--- src/rtl/eewc_pkg.sv ---
package eewc_pkg;

    typedef enum logic [2:0] {
        ST_IDLE,
        ST_WR_SETUP,
        ST_WR_STROBE,
        ST_WR_HOLD,
        ST_WAIT,
        ST_POLL,
        ST_RD_ACCESS,
        ST_RESP
    } eewc_state_e;

    function automatic int max3(input int a, input int b, input int c);
        int m;
        m = (a > b) ? a : b;
        return (m > c) ? m : c;
    endfunction

endpackage

--- src/rtl/eewc_phase_timer.sv ---
module eewc_phase_timer #(
    parameter int W = 4
) (
    input  logic         clk,
    input  logic         rst_n,
    input  logic         clr,
    output logic [W-1:0] cnt
);
    localparam logic [W-1:0] TOP = {W{1'b1}};

    always_ff @(posedge clk) begin
        if (!rst_n || clr) begin
            cnt <= '0;
        end else if (cnt != TOP) begin
            cnt <= cnt + 1'b1;
        end
    end

endmodule

--- src/rtl/eewc_watchdog.sv ---
module eewc_watchdog #(
    parameter int LIMIT = 100
) (
    input  logic clk,
    input  logic rst_n,
    input  logic clr,
    input  logic run,
    output logic expired
);
    localparam int W = $clog2(LIMIT + 1);
    localparam logic [W-1:0] LIM = W'(LIMIT);

    logic [W-1:0] cnt_q;

    always_ff @(posedge clk) begin
        if (!rst_n || clr) begin
            cnt_q <= '0;
        end else if (run && cnt_q != LIM) begin
            cnt_q <= cnt_q + 1'b1;
        end
    end

    assign expired = (cnt_q == LIM);

    // expiry only ever follows counted waiting cycles
    assert_wd_expire_R6: assert property (@(posedge clk) disable iff (!rst_n)
        $rose(expired) |-> $past(run));

endmodule

--- src/rtl/eewc_done_detect.sv ---
module eewc_done_detect #(
    parameter bit USE_RDY_BUSY = 1'b0
) (
    input  logic [7:0] din,
    input  logic       rdy,
    input  logic       wbit7,
    output logic       done
);
    generate
        if (USE_RDY_BUSY) begin : g_rdy
            logic unused_poll;
            assign unused_poll = ^{din, wbit7};
            assign done = rdy;
        end else begin : g_poll
            logic unused_rdy;
            assign unused_rdy = rdy;
            assign done = (din[7] == wbit7);
        end
    endgenerate

endmodule

--- src/rtl/eeprom_wr_ctrl.sv ---
module eeprom_wr_ctrl
    import eewc_pkg::*;
#(
    parameter int ADDR_W       = 13,
    parameter int WE_LOW_CYC   = 4,
    parameter int POLL_GAP_CYC = 4,
    parameter int ACCESS_CYC   = 3,
    parameter int TIMEOUT_CYC  = 200000,
    parameter bit USE_RDY_BUSY = 1'b0
) (
    input  logic              clk,
    input  logic              rst_n,
    input  logic              req_valid,
    output logic              req_ready,
    input  logic              req_write,
    input  logic [ADDR_W-1:0] req_addr,
    input  logic [7:0]        req_wdata,
    output logic              rsp_valid,
    output logic [7:0]        rsp_rdata,
    output logic              rsp_timeout,
    output logic              mem_ce_n,
    output logic              mem_oe_n,
    output logic              mem_we_n,
    output logic [ADDR_W-1:0] mem_addr,
    output logic [7:0]        mem_dq_out,
    output logic              mem_dq_oe,
    input  logic [7:0]        mem_dq_in,
    input  logic              mem_rdy
);
    localparam int PH_MAX = max3(WE_LOW_CYC, POLL_GAP_CYC, ACCESS_CYC);
    localparam int PH_W   = $clog2(PH_MAX + 1);
    localparam logic [PH_W-1:0] PH_STROBE = PH_W'(WE_LOW_CYC - 1);
    localparam logic [PH_W-1:0] PH_GAP    = PH_W'(POLL_GAP_CYC - 1);
    localparam logic [PH_W-1:0] PH_ACC    = PH_W'(ACCESS_CYC - 1);

    eewc_state_e state_q, state_d;
    logic [PH_W-1:0]   ph_cnt;
    logic              ph_restart, ph_clr;
    logic [ADDR_W-1:0] addr_q;
    logic [7:0]        wdata_q, rd_q;
    logic              to_q, fin_timeout;
    logic              accept, wd_run, wd_expired, dev_done;

    assign accept = req_valid && (state_q == ST_IDLE);
    assign wd_run = (state_q == ST_WAIT) || (state_q == ST_POLL);

    eewc_phase_timer #(.W(PH_W)) u_phase (
        .clk   (clk),
        .rst_n (rst_n),
        .clr   (ph_clr),
        .cnt   (ph_cnt)
    );

    eewc_watchdog #(.LIMIT(TIMEOUT_CYC)) u_wd (
        .clk     (clk),
        .rst_n   (rst_n),
        .clr     (accept),
        .run     (wd_run),
        .expired (wd_expired)
    );

    eewc_done_detect #(.USE_RDY_BUSY(USE_RDY_BUSY)) u_done (
        .din   (mem_dq_in),
        .rdy   (mem_rdy),
        .wbit7 (wdata_q[7]),
        .done  (dev_done)
    );

    // next-state selection
    always_comb begin
        state_d     = state_q;
        ph_restart  = 1'b0;
        fin_timeout = 1'b0;
        unique case (state_q)
            ST_IDLE: begin
                if (req_valid) state_d = req_write ? ST_WR_SETUP : ST_RD_ACCESS;
            end
            ST_WR_SETUP:  state_d = ST_WR_STROBE;
            ST_WR_STROBE: if (ph_cnt == PH_STROBE) state_d = ST_WR_HOLD;
            ST_WR_HOLD:   state_d = ST_WAIT;
            ST_WAIT: begin
                if (ph_cnt == PH_GAP) begin
                    if (USE_RDY_BUSY && dev_done) begin
                        state_d = ST_RESP;
                    end else if (wd_expired) begin
                        state_d     = ST_RESP;
                        fin_timeout = 1'b1;
                    end else if (USE_RDY_BUSY) begin
                        ph_restart = 1'b1;
                    end else begin
                        state_d = ST_POLL;
                    end
                end
            end
            ST_POLL: begin
                if (ph_cnt == PH_ACC) state_d = dev_done ? ST_RESP : ST_WAIT;
            end
            ST_RD_ACCESS: if (ph_cnt == PH_ACC) state_d = ST_RESP;
            ST_RESP:      state_d = ST_IDLE;
            default:      state_d = ST_IDLE;
        endcase
    end

    assign ph_clr = ph_restart || (state_d != state_q);

    // state and request registers
    always_ff @(posedge clk) begin
        if (!rst_n) begin
            state_q <= ST_IDLE;
            addr_q  <= '0;
            wdata_q <= '0;
            rd_q    <= '0;
            to_q    <= 1'b0;
        end else begin
            state_q <= state_d;
            if (accept) begin
                addr_q  <= req_addr;
                wdata_q <= req_wdata;
                to_q    <= 1'b0;
            end
            if (fin_timeout) to_q <= 1'b1;
            if (state_q == ST_RD_ACCESS && ph_cnt == PH_ACC) rd_q <= mem_dq_in;
        end
    end

    // pin and handshake outputs
    always_comb begin
        req_ready = 1'b0;
        rsp_valid = 1'b0;
        mem_ce_n  = 1'b1;
        mem_oe_n  = 1'b1;
        mem_we_n  = 1'b1;
        mem_dq_oe = 1'b0;
        unique case (state_q)
            ST_IDLE:      req_ready = 1'b1;
            ST_WR_SETUP:  begin mem_ce_n = 1'b0; mem_dq_oe = 1'b1; end
            ST_WR_STROBE: begin mem_ce_n = 1'b0; mem_we_n = 1'b0; mem_dq_oe = 1'b1; end
            ST_WR_HOLD:   begin mem_ce_n = 1'b0; mem_dq_oe = 1'b1; end
            ST_WAIT:      ;
            ST_POLL:      begin mem_ce_n = 1'b0; mem_oe_n = 1'b0; end
            ST_RD_ACCESS: begin mem_ce_n = 1'b0; mem_oe_n = 1'b0; end
            ST_RESP:      rsp_valid = 1'b1;
            default:      ;
        endcase
    end

    assign mem_addr    = addr_q;
    assign mem_dq_out  = wdata_q;
    assign rsp_rdata   = rd_q;
    assign rsp_timeout = rsp_valid && to_q;

    assert_strobe_ctl_R2: assert property (@(posedge clk) disable iff (!rst_n)
        !mem_we_n |-> (!mem_ce_n && mem_oe_n && mem_dq_oe));

    assert_addr_data_hold_R3: assert property (@(posedge clk) disable iff (!rst_n)
        $past(!mem_we_n) |-> ($stable(mem_addr) && $stable(mem_dq_out) && !mem_ce_n && mem_dq_oe));

    assert_timeout_resp_R6: assert property (@(posedge clk) disable iff (!rst_n)
        rsp_timeout |-> (rsp_valid && $past(state_q) == ST_WAIT));

    assert_ready_idle_R7: assert property (@(posedge clk) disable iff (!rst_n)
        $fell(req_ready) |-> $past(req_valid));

    assert_read_bus_R8: assert property (@(posedge clk) disable iff (!rst_n)
        !mem_oe_n |-> (!mem_ce_n && mem_we_n && !mem_dq_oe));

    assert_resp_pulse_R9: assert property (@(posedge clk) disable iff (!rst_n)
        rsp_valid |=> (!rsp_valid && req_ready));

endmodule

--- config.mk ---
export PLATFORM = sky130hd
export DESIGN_NAME = eeprom_wr_ctrl
export DESIGN_NICKNAME = d
export VERILOG_FILES = /design/src/rtl/eewc_pkg.sv /design/src/rtl/eewc_phase_timer.sv /design/src/rtl/eewc_watchdog.sv /design/src/rtl/eewc_done_detect.sv /design/src/rtl/eeprom_wr_ctrl.sv
export SDC_FILE = /design/constraint.sdc
export NUM_CORES = 1
export LEC_CHECK = 0
export ABC_AREA = 1
export BUFFER_PORTS_ARGS = -buffer_cell sky130_fd_sc_hd__buf_4
export CAP_MARGIN = 25
export CORE_MARGIN = 2
export CORE_UTILIZATION = 45
export DETAILED_ROUTE_END_ITERATION = 8
export PLACE_DENSITY_LB_ADDON = 0.2
export SLEW_MARGIN = 0
export SYNTH_ARGS = -nofsm -noshare
export SYNTH_HDL_FRONTEND = slang
export SYNTH_SLANG_ARGS = --single-unit
--- constraint.sdc ---
create_clock -name clk -period 3.9 [get_ports clk]
set_clock_uncertainty 0.1 [all_clocks]
set_input_delay 0.78 -clock clk [delete_from_list [all_inputs] [get_ports clk]]
set_output_delay 0.78 -clock clk [all_outputs]
set_load 0.005 [all_outputs]
==> metrics.yaml <==
status: "complete, no violations"
min_period_ps: 2329
dpl_cell_area_mm2: 0.003221
worstPathMaxFanout: 9
place_ws_ps: 1516
final_util: 0.5667
grt_start_max_net_pins: 35
antenna_found_initial: 0
drive_gt1_frac: 0.2287
clock_tree.root_cell: "clkbuf_8"
path_class: "reg -> out"
hpwl_um: 4389
routed-via-count: 2517
holdWs_ps: 397.0
slew-limit-headroom: 0.6733
grt_pass1_wl_um: 10360
numClockSinks: 54
setup-tns-final_ps: 0
final_cells: 521
nets: 485
hp-class: "reg -> reg"
clock_latency_ps: 310
crit_arrival_ps: 1450
cts_setup_buffers: 0
cts_buffer_depth: 2
fin_ws_ps: 1571
clk_pin_slew_ps: 90
initial_core_util: 0.4611
die_h_um: 81.43
postRouteAntennaNets: 0
power_mw: 1.177
cap_violations: 0
totalWireLength_um: 5999
viasPerCell: 4.831
cts-hold-fix-buffers: 0
yosys-top-cells-area: "dfxtp_1 40%, nor2_1 12%, nand2_1 11%, o21ai_0 6.5%, xor2_1 3.9%"
die-area_mm2: 0.006630
drt-initial-drc-count: 102
syn_to_final_growth_pct: 22.91
tightestPinTransition_ps: 488.4
core_area_mm2: 0.005851
syn_area_mm2: 0.002698
final-max-slew-violation-count: 0
synth_seq_cells: 54
place.gp.congestion: 0.8765
cp-end-kind: "output pin"
drc_errors: 0
ir_worst_vdd_uv: 215.1
avgSynthCellArea_um2: 7.062
grt_pass1_vias: 2463
numCtsBuffers: 5
synthCells: 382
drt_first_pass_iters: 4
die_w_um: 81.43
post_drt_wl_per_cell_um: 11.51
hold_viol_final: 0
rsz0062_at_grt: "no"
io_buffers: 68
ctsHtreeMaxLevel: 2
core.rowCount: 28
io_pins: 70
yosysTopAreaCellShare: 0.4007
finalInstanceArea_mm2: 0.003316
grt.total_usage: 0.1959
cts_tree: "done"
leakage_nw: 1.411
overflow: 0
fmax_mhz: 429.4
critical_path_required_ps: 3020
setup-violations-final: 0
worst_setup_path_start_kind: "flop"
yosysSeqAreaShare: 0.4007
syn_nets: 422
power_density_mw_per_mm2: 355.1
synth_cell_types: 30
timing.final.crit_share: 0.5971
postCtsResizedCells: 0
ys_warn_count: 0
dp.cells: 513
yosysTopAreaCell: "dfxtp_1"
diodes: 0
-- routing by layer --
metal	share of wire	up-vias	global-route usage
met5	0	-	0
met4	0.0073	0	0.05085
met3	0.062	4	0.05824
met2	0.48	56	0.3500
met1	0.45	1126	0.2277
li1	-	1331	-
-- cells in the mapped netlist --
cell type and count:
a21oi_1 10, a21oi_2 10, a31oi_1 2, buf_2 5, buf_4 2, buf_6 2
buf_8 1, clkbuf_1 3, clkinv_1 2, dfxtp_1 54, ha_1 6, inv_1 26
inv_2 5, inv_4 2, nand2_1 81, nand2_2 1, nand2_4 1, nand3_1 12
nand3_2 1, nand3b_1 1, nand4_1 5, nand4_2 1, nor2_1 85, nor2_4 2
nor3_1 8, nor3_2 2, o21ai_0 35, o22ai_1 1, xnor2_1 4, xor2_1 12
-- registers in the layout, indices dropped and copies added, names as in the netlist --
name,count
mem_addr,13
mem_dq_out,8
rsp_rdata,8
state_q,3
to_q,1
u_phase.cnt,3
u_wd.cnt_q,18
-- cell families (layout without fill, tap and decap cells) --
family,Yosys count,in the layout,share of synthesized area
buffers and inverters,48,112,0.08348
AOI/OAI and AO/OA,58,58,0.1229
DFF,54,54,0.4007
and+or+nand+nor,200,200,0.3131
adders and majority gates,6,6,0.02783
xor gates and xnor gates,16,16,0.05195
-- layout make-up --
class,instances,area (um2)
Clock buffer,6,82.58
Multi-Input combinational cell,280,1391
Inverter,35,136.4
Tap cell,75,93.84
Fill cell,536,2535
Sequential cell,54,1081
Clock inverter,2,12.51
Timing Repair Buffer,69,518.0
-- power by group --
| group | internal, mW | leakage [nW] | switching, mW |
|---|---|---|---|
| clock | 0.143 | 0.0472 | 0.186 |
| combinational | 0.106 | 0.923 | 0.126 |
| sequential | 0.589 | 0.441 | 0.0277 |
-- layout by cell type (no fill, tap or decap), types with 2 or more instances in the layout --
cell / synthesis / routed
a21oi_1: 10 / 10
a21oi_2: 10 / 10
a31oi_1: 2 / 2
buf_4: 2 / 69
clkbuf_8: 0 / 6
clkinv_1: 2 / 2
dfxtp_1: 54 / 54
ha_1: 6 / 6
inv_1: 26 / 26
inv_2: 5 / 5
inv_4: 2 / 2
nand2_1: 81 / 81
nand3_1: 12 / 12
nand4_1: 5 / 5
nor2_1: 85 / 85
nor2_4: 2 / 2
nor3_1: 8 / 8
nor3_2: 2 / 2
o21ai_0: 35 / 35
xnor2_1: 4 / 4
xor2_1: 12 / 12
-- path summary, 6_finish.rpt --
check                              from                end  slack [ps]  cells past startpoint
setup reg to reg  state_q[1]$_SDFF_PN0_  to_q$_SDFFE_PN0P_        1770                      7
setup / recovery  state_q[2]$_SDFF_PN0_           mem_ce_n        1570                      6
hold / removal        to_q$_SDFFE_PN0P_  to_q$_SDFFE_PN0P_         400                      2
hold reg to reg       to_q$_SDFFE_PN0P_  to_q$_SDFFE_PN0P_         400                      2
-- critical path, cell delays in order, from the launching register on --
cell and delay [ps]:
dfxtp_1 510, inv_4 110, nor2_4 120, nand2_1 100
nand2_1 130, nor2_1 50, buf_4 130
Note: power is estimated with default switching activity, not from simulation.
